### src/rtl/spi_fifo_pkg.sv
package spi_fifo_pkg;

  typedef enum logic [1:0] {
    IRQ_M1 = 2'b00,
    IRQ_M2 = 2'b01,
    IRQ_M3 = 2'b10,
    IRQ_M4 = 2'b11
  } irq_mode_e;

  // Receive fill level at which the receive interrupt is raised.
  function automatic int unsigned rx_need(irq_mode_e m, int unsigned depth);
    case (m)
      IRQ_M1:  return 1;
      IRQ_M2:  return 1;
      IRQ_M3:  return depth - 1;
      default: return depth;
    endcase
  endfunction

  // Number of sent bytes that raises the transmit interrupt.
  function automatic int unsigned tx_need(irq_mode_e m);
    return int'(m) + 1;
  endfunction

endpackage

### src/rtl/spi_rst_sync.sv
module spi_rst_sync (
  input  logic clk,
  input  logic arst_n,
  output logic srst_n
);

  logic [1:0] sync_q;

  always_ff @(posedge clk or negedge arst_n) begin
    if (!arst_n) sync_q <= 2'b00;
    else         sync_q <= {sync_q[0], 1'b1};
  end

  assign srst_n = sync_q[1];

endmodule

### src/rtl/spi_byte_fifo.sv
module spi_byte_fifo #(
  parameter  int W     = 8,
  parameter  int DEPTH = 4,
  localparam int AW    = (DEPTH > 1) ? $clog2(DEPTH) : 1,
  localparam int CW    = $clog2(DEPTH + 1)
) (
  input  logic          clk,
  input  logic          rst_n,
  input  logic          clr,
  input  logic          push,
  input  logic          pop,
  input  logic [W-1:0]  din,
  output logic [W-1:0]  dout,
  output logic [CW-1:0] count
);

  logic [W-1:0]  mem [DEPTH];
  logic [AW-1:0] rd_ptr_q, rd_ptr_nxt, wr_ptr_q, wr_ptr_nxt;
  logic [CW-1:0] cnt_q, cnt_nxt;
  logic          full, empty, pop_ok, push_ok;

  function automatic logic [AW-1:0] bump(input logic [AW-1:0] p);
    return (p == AW'(DEPTH - 1)) ? '0 : p + 1'b1;
  endfunction

  assign full    = (cnt_q == CW'(DEPTH));
  assign empty   = (cnt_q == '0);
  assign pop_ok  = pop & ~empty;
  assign push_ok = push & (~full | pop_ok);

  always_comb begin
    rd_ptr_nxt = rd_ptr_q;
    wr_ptr_nxt = wr_ptr_q;
    cnt_nxt    = cnt_q;
    if (clr) begin
      rd_ptr_nxt = '0;
      wr_ptr_nxt = '0;
      cnt_nxt    = '0;
    end else begin
      if (pop_ok)  rd_ptr_nxt = bump(rd_ptr_q);
      if (push_ok) wr_ptr_nxt = bump(wr_ptr_q);
      case ({push_ok, pop_ok})
        2'b10:   cnt_nxt = cnt_q + 1'b1;
        2'b01:   cnt_nxt = cnt_q - 1'b1;
        default: cnt_nxt = cnt_q;
      endcase
    end
  end

  always_ff @(posedge clk or negedge rst_n) begin
    if (!rst_n) begin
      rd_ptr_q <= '0;
      wr_ptr_q <= '0;
      cnt_q    <= '0;
    end else begin
      rd_ptr_q <= rd_ptr_nxt;
      wr_ptr_q <= wr_ptr_nxt;
      cnt_q    <= cnt_nxt;
    end
  end

  // Storage carries no reset; only written entries are ever observed.
  always_ff @(posedge clk) begin
    if (push_ok && !clr) mem[wr_ptr_q] <= din;
  end

  assign dout  = mem[rd_ptr_q];
  assign count = cnt_q;

  assert_level_bound_R2: assert property (@(posedge clk) disable iff (!rst_n)
    cnt_q <= CW'(DEPTH));

  assert_full_pushpop_R11: assert property (@(posedge clk) disable iff (!rst_n)
    (full && push && pop && !clr) |=> (cnt_q == CW'(DEPTH)));

  assert_clear_empties_R7: assert property (@(posedge clk) disable iff (!rst_n)
    clr |=> (cnt_q == '0));

endmodule

### src/rtl/spi_tx_ctrl.sv
module spi_tx_ctrl
  import spi_fifo_pkg::*;
#(
  parameter  int W     = 8,
  parameter  int DEPTH = 4,
  localparam int CW    = $clog2(DEPTH + 1)
) (
  input  logic         clk,
  input  logic         rst_n,
  input  logic [1:0]   mode,
  input  logic         flush,
  input  logic         zero_fill,
  input  logic         wr,
  input  logic [W-1:0] wdata,
  input  logic         take,
  output logic         valid,
  output logic [W-1:0] data,
  output logic         irq
);

  logic [W-1:0]  head, last_q, last_nxt;
  logic [CW-1:0] level, sent_q, sent_nxt, need, inc;
  logic          full, empty, pop, wr_acc, raise, irq_q, irq_nxt;

  spi_byte_fifo #(.W(W), .DEPTH(DEPTH)) u_fifo (
    .clk   (clk),
    .rst_n (rst_n),
    .clr   (flush),
    .push  (wr_acc),
    .pop   (pop),
    .din   (wdata),
    .dout  (head),
    .count (level)
  );

  assign full   = (level == CW'(DEPTH));
  assign empty  = (level == '0);
  assign pop    = take & ~flush & ~empty;
  assign wr_acc = wr & ~flush & (~full | pop);
  assign need   = CW'(tx_need(irq_mode_e'(mode)));

  always_comb begin
    inc      = sent_q + 1'b1;
    raise    = 1'b0;
    sent_nxt = sent_q;
    if (flush) begin
      sent_nxt = '0;
    end else if (pop) begin
      if (inc >= need) begin
        raise    = 1'b1;
        sent_nxt = '0;
      end else begin
        sent_nxt = inc;
      end
    end
  end

  always_comb begin
    if (flush)       irq_nxt = 1'b0;
    else if (raise)  irq_nxt = 1'b1;
    else if (wr_acc) irq_nxt = 1'b0;
    else             irq_nxt = irq_q;
  end

  assign last_nxt = head;

  always_ff @(posedge clk or negedge rst_n) begin
    if (!rst_n) begin
      sent_q <= '0;
      irq_q  <= 1'b0;
      last_q <= '0;
    end else begin
      sent_q <= sent_nxt;
      irq_q  <= irq_nxt;
      if (pop) last_q <= last_nxt;
    end
  end

  assign valid = ~empty;
  assign data  = valid ? head : (zero_fill ? '0 : last_q);
  assign irq   = irq_q;

  assert_flush_drains_R7: assert property (@(posedge clk) disable iff (!rst_n)
    flush |=> !valid);

  assert_flush_quiets_irq_R7: assert property (@(posedge clk) disable iff (!rst_n)
    flush |=> !irq);

  assert_irq_follows_take_R4: assert property (@(posedge clk) disable iff (!rst_n)
    $rose(irq) |-> $past(take && valid && !flush));

  assert_write_clears_irq_R5: assert property (@(posedge clk) disable iff (!rst_n)
    (irq && wr && !flush && !full && !(take && valid)) |=> !irq);

endmodule

### src/rtl/spi_rx_ctrl.sv
module spi_rx_ctrl
  import spi_fifo_pkg::*;
#(
  parameter  int W     = 8,
  parameter  int DEPTH = 4,
  localparam int CW    = $clog2(DEPTH + 1)
) (
  input  logic         clk,
  input  logic         rst_n,
  input  logic [1:0]   mode,
  input  logic         flush,
  input  logic         overwrite,
  input  logic         strobe,
  input  logic [W-1:0] sdata,
  input  logic         rd,
  output logic         valid,
  output logic [W-1:0] data,
  output logic         irq
);

  logic [W-1:0]  head;
  logic [CW-1:0] level, need;
  logic          full, empty, rd_ok, evict, pop, push;

  spi_byte_fifo #(.W(W), .DEPTH(DEPTH)) u_fifo (
    .clk   (clk),
    .rst_n (rst_n),
    .clr   (flush),
    .push  (push),
    .pop   (pop),
    .din   (sdata),
    .dout  (head),
    .count (level)
  );

  assign full  = (level == CW'(DEPTH));
  assign empty = (level == '0);
  assign rd_ok = rd & ~flush & ~empty;
  // Overflow with overwrite: the oldest byte is dropped to make room.
  assign evict = strobe & ~flush & full & overwrite & ~rd_ok;
  assign pop   = rd_ok | evict;
  assign push  = strobe & ~flush & (~full | pop);
  assign need  = CW'(rx_need(irq_mode_e'(mode), DEPTH));

  assign valid = ~empty;
  assign data  = head;
  assign irq   = ~flush & (level >= need);

  assert_flush_drains_R8: assert property (@(posedge clk) disable iff (!rst_n)
    flush |=> !valid);

  assert_drop_keeps_head_R9: assert property (@(posedge clk) disable iff (!rst_n)
    (full && strobe && !overwrite && !rd && !flush) |=> (valid && $stable(data)));

  assert_overwrite_stays_full_R9: assert property (@(posedge clk) disable iff (!rst_n)
    (full && strobe && overwrite && !rd && !flush) |=> full);

  assert_irq_needs_data_R6: assert property (@(posedge clk) disable iff (!rst_n)
    irq |-> valid);

endmodule

### src/rtl/spi_fifo_irq_ctrl.sv
module spi_fifo_irq_ctrl #(
  parameter int DATA_W     = 8,
  parameter int FIFO_DEPTH = 4
) (
  input  logic              clk,
  input  logic              rst_n,
  input  logic [1:0]        irq_mode,
  input  logic              tx_flush,
  input  logic              rx_flush,
  input  logic              rx_overwrite,
  input  logic              tx_zero_fill,
  input  logic              bus_tx_wr,
  input  logic [DATA_W-1:0] bus_tx_data,
  input  logic              bus_rx_rd,
  output logic [DATA_W-1:0] bus_rx_data,
  output logic              bus_rx_valid,
  output logic              eng_tx_valid,
  output logic [DATA_W-1:0] eng_tx_data,
  input  logic              eng_tx_take,
  input  logic              eng_rx_strobe,
  input  logic [DATA_W-1:0] eng_rx_data,
  output logic              tx_irq,
  output logic              rx_irq
);

  logic srst_n;

  spi_rst_sync u_rst (
    .clk    (clk),
    .arst_n (rst_n),
    .srst_n (srst_n)
  );

  spi_tx_ctrl #(.W(DATA_W), .DEPTH(FIFO_DEPTH)) u_tx (
    .clk       (clk),
    .rst_n     (srst_n),
    .mode      (irq_mode),
    .flush     (tx_flush),
    .zero_fill (tx_zero_fill),
    .wr        (bus_tx_wr),
    .wdata     (bus_tx_data),
    .take      (eng_tx_take),
    .valid     (eng_tx_valid),
    .data      (eng_tx_data),
    .irq       (tx_irq)
  );

  spi_rx_ctrl #(.W(DATA_W), .DEPTH(FIFO_DEPTH)) u_rx (
    .clk       (clk),
    .rst_n     (srst_n),
    .mode      (irq_mode),
    .flush     (rx_flush),
    .overwrite (rx_overwrite),
    .strobe    (eng_rx_strobe),
    .sdata     (eng_rx_data),
    .rd        (bus_rx_rd),
    .valid     (bus_rx_valid),
    .data      (bus_rx_data),
    .irq       (rx_irq)
  );

  assert_reset_quiet_R1: assert property (@(posedge clk) disable iff (!srst_n)
    $rose(srst_n) |-> (!tx_irq && !rx_irq && !eng_tx_valid && !bus_rx_valid));

endmodule

### config.mk
export PLATFORM = sky130hd
export DESIGN_NAME = spi_fifo_irq_ctrl
export DESIGN_NICKNAME = d
export VERILOG_FILES = /design/src/rtl/spi_fifo_pkg.sv /design/src/rtl/spi_rst_sync.sv /design/src/rtl/spi_byte_fifo.sv /design/src/rtl/spi_tx_ctrl.sv /design/src/rtl/spi_rx_ctrl.sv /design/src/rtl/spi_fifo_irq_ctrl.sv
export SDC_FILE = /design/constraint.sdc
export NUM_CORES = 1
export LEC_CHECK = 0
export ABC_AREA = 0
export CORE_MARGIN = 4
export CORE_UTILIZATION = 51
export CTS_CLUSTER_DIAMETER = 30
export CTS_CLUSTER_SIZE = 40
export DETAILED_ROUTE_END_ITERATION = 7
export PLACE_DENSITY_LB_ADDON = 0.2
export SYNTH_ARGS = -nofsm -noshare
export SYNTH_HDL_FRONTEND = slang
export SYNTH_HIERARCHICAL = 1
export SYNTH_SLANG_ARGS = --single-unit
### constraint.sdc
create_clock -name clk -period 1.8 [get_ports clk]
set_input_delay 0.45 -clock clk [delete_from_list [all_inputs] [get_ports clk]]
set_output_delay 0.45 -clock clk [all_outputs]
set_load 0.01 [all_outputs]
==> flow_metrics.py <==
metrics = {
    "outcome": {
        "outcome": "finished, violations left",
        "failed_checks": "negative setup slack",
    },
    "synthesis": {
        "netlist.area_leader.share": 0.4366,
        "yosys.area.top_type": "edfxtp_1",
        "synth_compound_area_frac": 0.07845,
        "ranking_of_synthesized_cells_by_area": "edfxtp_1 44%, dfrtp_1 16%, mux4_2 8.2%",
        "synth-seq-cells": 92,
        "synth_edf_count": 64,
        "synth_simple_gate_area_share": 0.1029,
        "netlist_area_sq_um": 4402,
        "synth.distinct_cells": 48,
        "synthCells": 307,
        "sequential_share_of_the_synthesized_area": 0.5958,
        "synthesis.nets": 355,
        "synth_top_family_by_area": "multiplexers",
        "synthFlopType": "edfxtp_1",
        "synth-async-reset-ratio": 0.3043,
        "synth-xor-area-share": 0.007959,
        "synth-warning-count": 6,
        "yosys.area_share.adder": 0.06026,
        "synth.area.mux_share": 0.1128,
        "syn_avg_cell_area_sq_um": 14.34,
    },
    "drt": {
        "drt-met1-wl_um": 3974,
        "detail_route.vias_per_cell": 5.469,
        "drt_iter0_drc": 134,
        "drt_drc_violations_left": 0,
        "dr.max_layer_used": "met4",
        "wire_per_inst_um": 18.39,
        "detailroute.via_count": 3008,
        "dr.pass1.iters": 4,
        "postRouteWirelength_um": 10110,
        "final_ant_viol_nets": 0,
        "routed-wl-met2_um": 5556,
        "routed-wl-met3_um": 388,
    },
    "critical_path": {
        "path_cells": "buf_6 > o31ai_4 > or2_4 > inv_8 > o31ai_4 > nor2_2 > fa_2 > or3b_1 > or3_1 > a31oi_1",
        "critical_path.slowest_cell": "dfrtp_1",
        "timing_worst_setup_path_type": "reg2reg",
        "crit_path_max_fanout": 3,
        "cp.required_ps": 2080,
        "timing.critical_path.slowest_cell_delay_ps": 400,
        "cpMostUsedCell": "o31ai_4",
        "critPathLaunchType": "flop",
        "worstSetupEndpointType": "flop",
        "critPathArrivalTime_ps": 2750,
        "rr_worst_depth": 10,
    },
    "placement": {
        "dpl_worst_slack_ps": -991.0,
        "finalWeightedCongestion": 0.7872,
        "numPortBuffers": 47,
        "dp_hpwl_um": 5923,
        "placed_instance_area_sq_um": 5426,
        "dp_cells": 494,
    },
    "timing": {
        "finalWorstPathRequiredPeriod_ps": 2471,
        "setup_repair_after_global_routing_missed_its_margin": "yes",
        "setup-violations-final": 96,
        "finalMaxSlewViolations": 0,
        "final-hold-violation-count": 0,
        "tns_ps": -31060,
        "maxClockFrequency_mhz": 404.7,
        "post-route-period-util": 1.373,
        "fin_worst_skew_ps": 13.24,
        "final.hold.worst_slack_ps": 246.1,
        "final.setup.worst_slack_ps": -670.9,
    },
    "clocking": {
        "cts_max_level": 3,
        "cts_buffers": 9,
        "clock_path_buffers": 2,
        "root_buffer": "clkbuf_8",
        "clk_pin_slew_ps": 100,
        "clock-sinks": 92,
        "quantity_of_hold_fixing_buffers_added_after_cts": 0,
        "clock_tree_from_tritoncts": "built",
        "clk_latency_ps": 360,
    },
    "die": {
        "floorplan.core_area_sq_um": 8299,
        "core.rowCount": 33,
        "io-pin-count": 48,
        "initial_core_util": 0.5304,
        "die_w_um": 100.9,
        "dieHeight_um": 100.9,
        "die_area_sq_um": 10180,
    },
    "finish": {
        "final_non_filler_cell_total": 550,
        "design.final.nets": 488,
        "diodes": 0,
        "mostFrequentLayoutCells": "64 x edfxtp_1, 54 x buf_4, 39 x buf_6",
        "area_delta_synth_final_pct": 47.84,
        "post-route-cell-area_sq_um": 6507,
        "layout.core_utilization": 0.7841,
        "post_route_cells_drive_above_1_share": 0.5124,
        "n_fill_cell": 454,
        "commonest_non_fill_non_tap_cell_in_the_layout": "edfxtp_1",
    },
    "power_and_ir_drop": {
        "ir_worst_vdd_mv": 0.5423,
        "cellPowerDensity_nw_per_um2": 780.6,
        "p_leak_nw": 2.530,
        "p_total_mw": 5.080,
    },
    "global_route": {
        "grt_pass1_vias": 3130,
        "globalRouteOverflowTotal": 0,
        "overall_routing_resource_usage": 0.1944,
        "wire_length_of_the_first_global_routing_pass_um": 15180,
        "grt_max_degree": 27,
        "antenna_violations_before_repair": 0,
    },
    "min_path": {
        "worstHoldPathType": "reg2async",
    },
    "job": {
        "count_of_maximum_capacitance_violations": 0,
    },
}
[synthesized netlist by cell type, types with 7 or more instances]
library cell,count
a21oi_1,7
ha_1,18
nand2b_1,11
nor2_1,11
nand2_1,16
mux4_2,16
o21ai_0,12
mux2_4,7
edfxtp_1,64
buf_2,7
inv_1,17
and2_1,8
dfrtp_1,28
[routing by layer]
layer | global-route usage | up-vias
li1 | - | 1418
met1 | 0.2337 | 1511
met2 | 0.3504 | 63
met3 | 0.03875 | 16
met4 | 0.06135 | 0
met5 | 0 | -
[worst max-delay path, delay by kind of cell (launching register included)]
family | cells | cell delay (ps)
simple gates | 4 | 950
fa+ha+maj | 1 | 390
compound gates | 3 | 480
buf+inv | 2 | 170
flops | 1 | 400
[kinds of logic after synthesis]
kind of cell               count (synthesis)
DFF                                       92
and+or+nand+nor                           78
AOI/OAI and AO/OA                         51
buffers and inverters                     35
muxes                                     26
adders and majority gates                 20
xor gates and xnor gates                   4
other                                      1
[final timing paths]
path / start / to / slack [ps]
worst min register to register: u_rst/sync_q[1] / u_tx/last_q[6] / 250
worst max register to register: u_tx/u_fifo/count[2] / u_tx/u_fifo/count[2] / -670
max in group asynchronous: u_rst/sync_q[1] / u_rx/u_fifo/count[0] / 1260
min in group clk: u_rst/sync_q[0] / u_rst/sync_q[1] / 360
worst min-delay path: u_rst/sync_q[1] / u_tx/last_q[6] / 250
worst max-delay path: u_tx/u_fifo/count[2] / u_tx/u_fifo/count[2] / -670
[area by class of cell]
cell class | instances | area (sq um) | share of cell area
tap | 105 | 131.4 | 0.02019
multi-input combinational | 180 | 2074 | 0.3188
sequential | 92 | 2628 | 0.4038
clock inverter | 7 | 88.84 | 0.01365
timing repair buffer | 137 | 1371 | 0.2107
clock buffer | 9 | 123.9 | 0.01903
inverter | 20 | 90.09 | 0.01384
[where the power goes]
part	internal, mW	switching (mW)
logic	0.628	0.495
registers	2.38	0.0856
clock network	0.681	0.811
[registers in the layout, indices dropped and copies added (netlist names)]
signal                count
u_rx/u_fifo/wr_ptr_q      2
u_tx/u_fifo/mem          32
u_rx/u_fifo/count         3
u_tx/u_fifo/rd_ptr_q      2
u_rst/sync_q              2
u_tx/u_fifo/wr_ptr_q      2
u_tx/irq                  1
u_tx/u_fifo/count         3
u_rx/u_fifo/mem          32
u_tx/sent_q               3
u_rx/u_fifo/rd_ptr_q      2
u_tx/last_q               8
[timing repair]
action | 4_1_cts | 5_1_grt
gates resized for setup | 149 | 62
setup endpoints to repair | 97 | 98
cloned | 3 | 0
pin swaps | 28 | 30
setup buffers | 28 | 21
(Power assumes the default switching activity.)
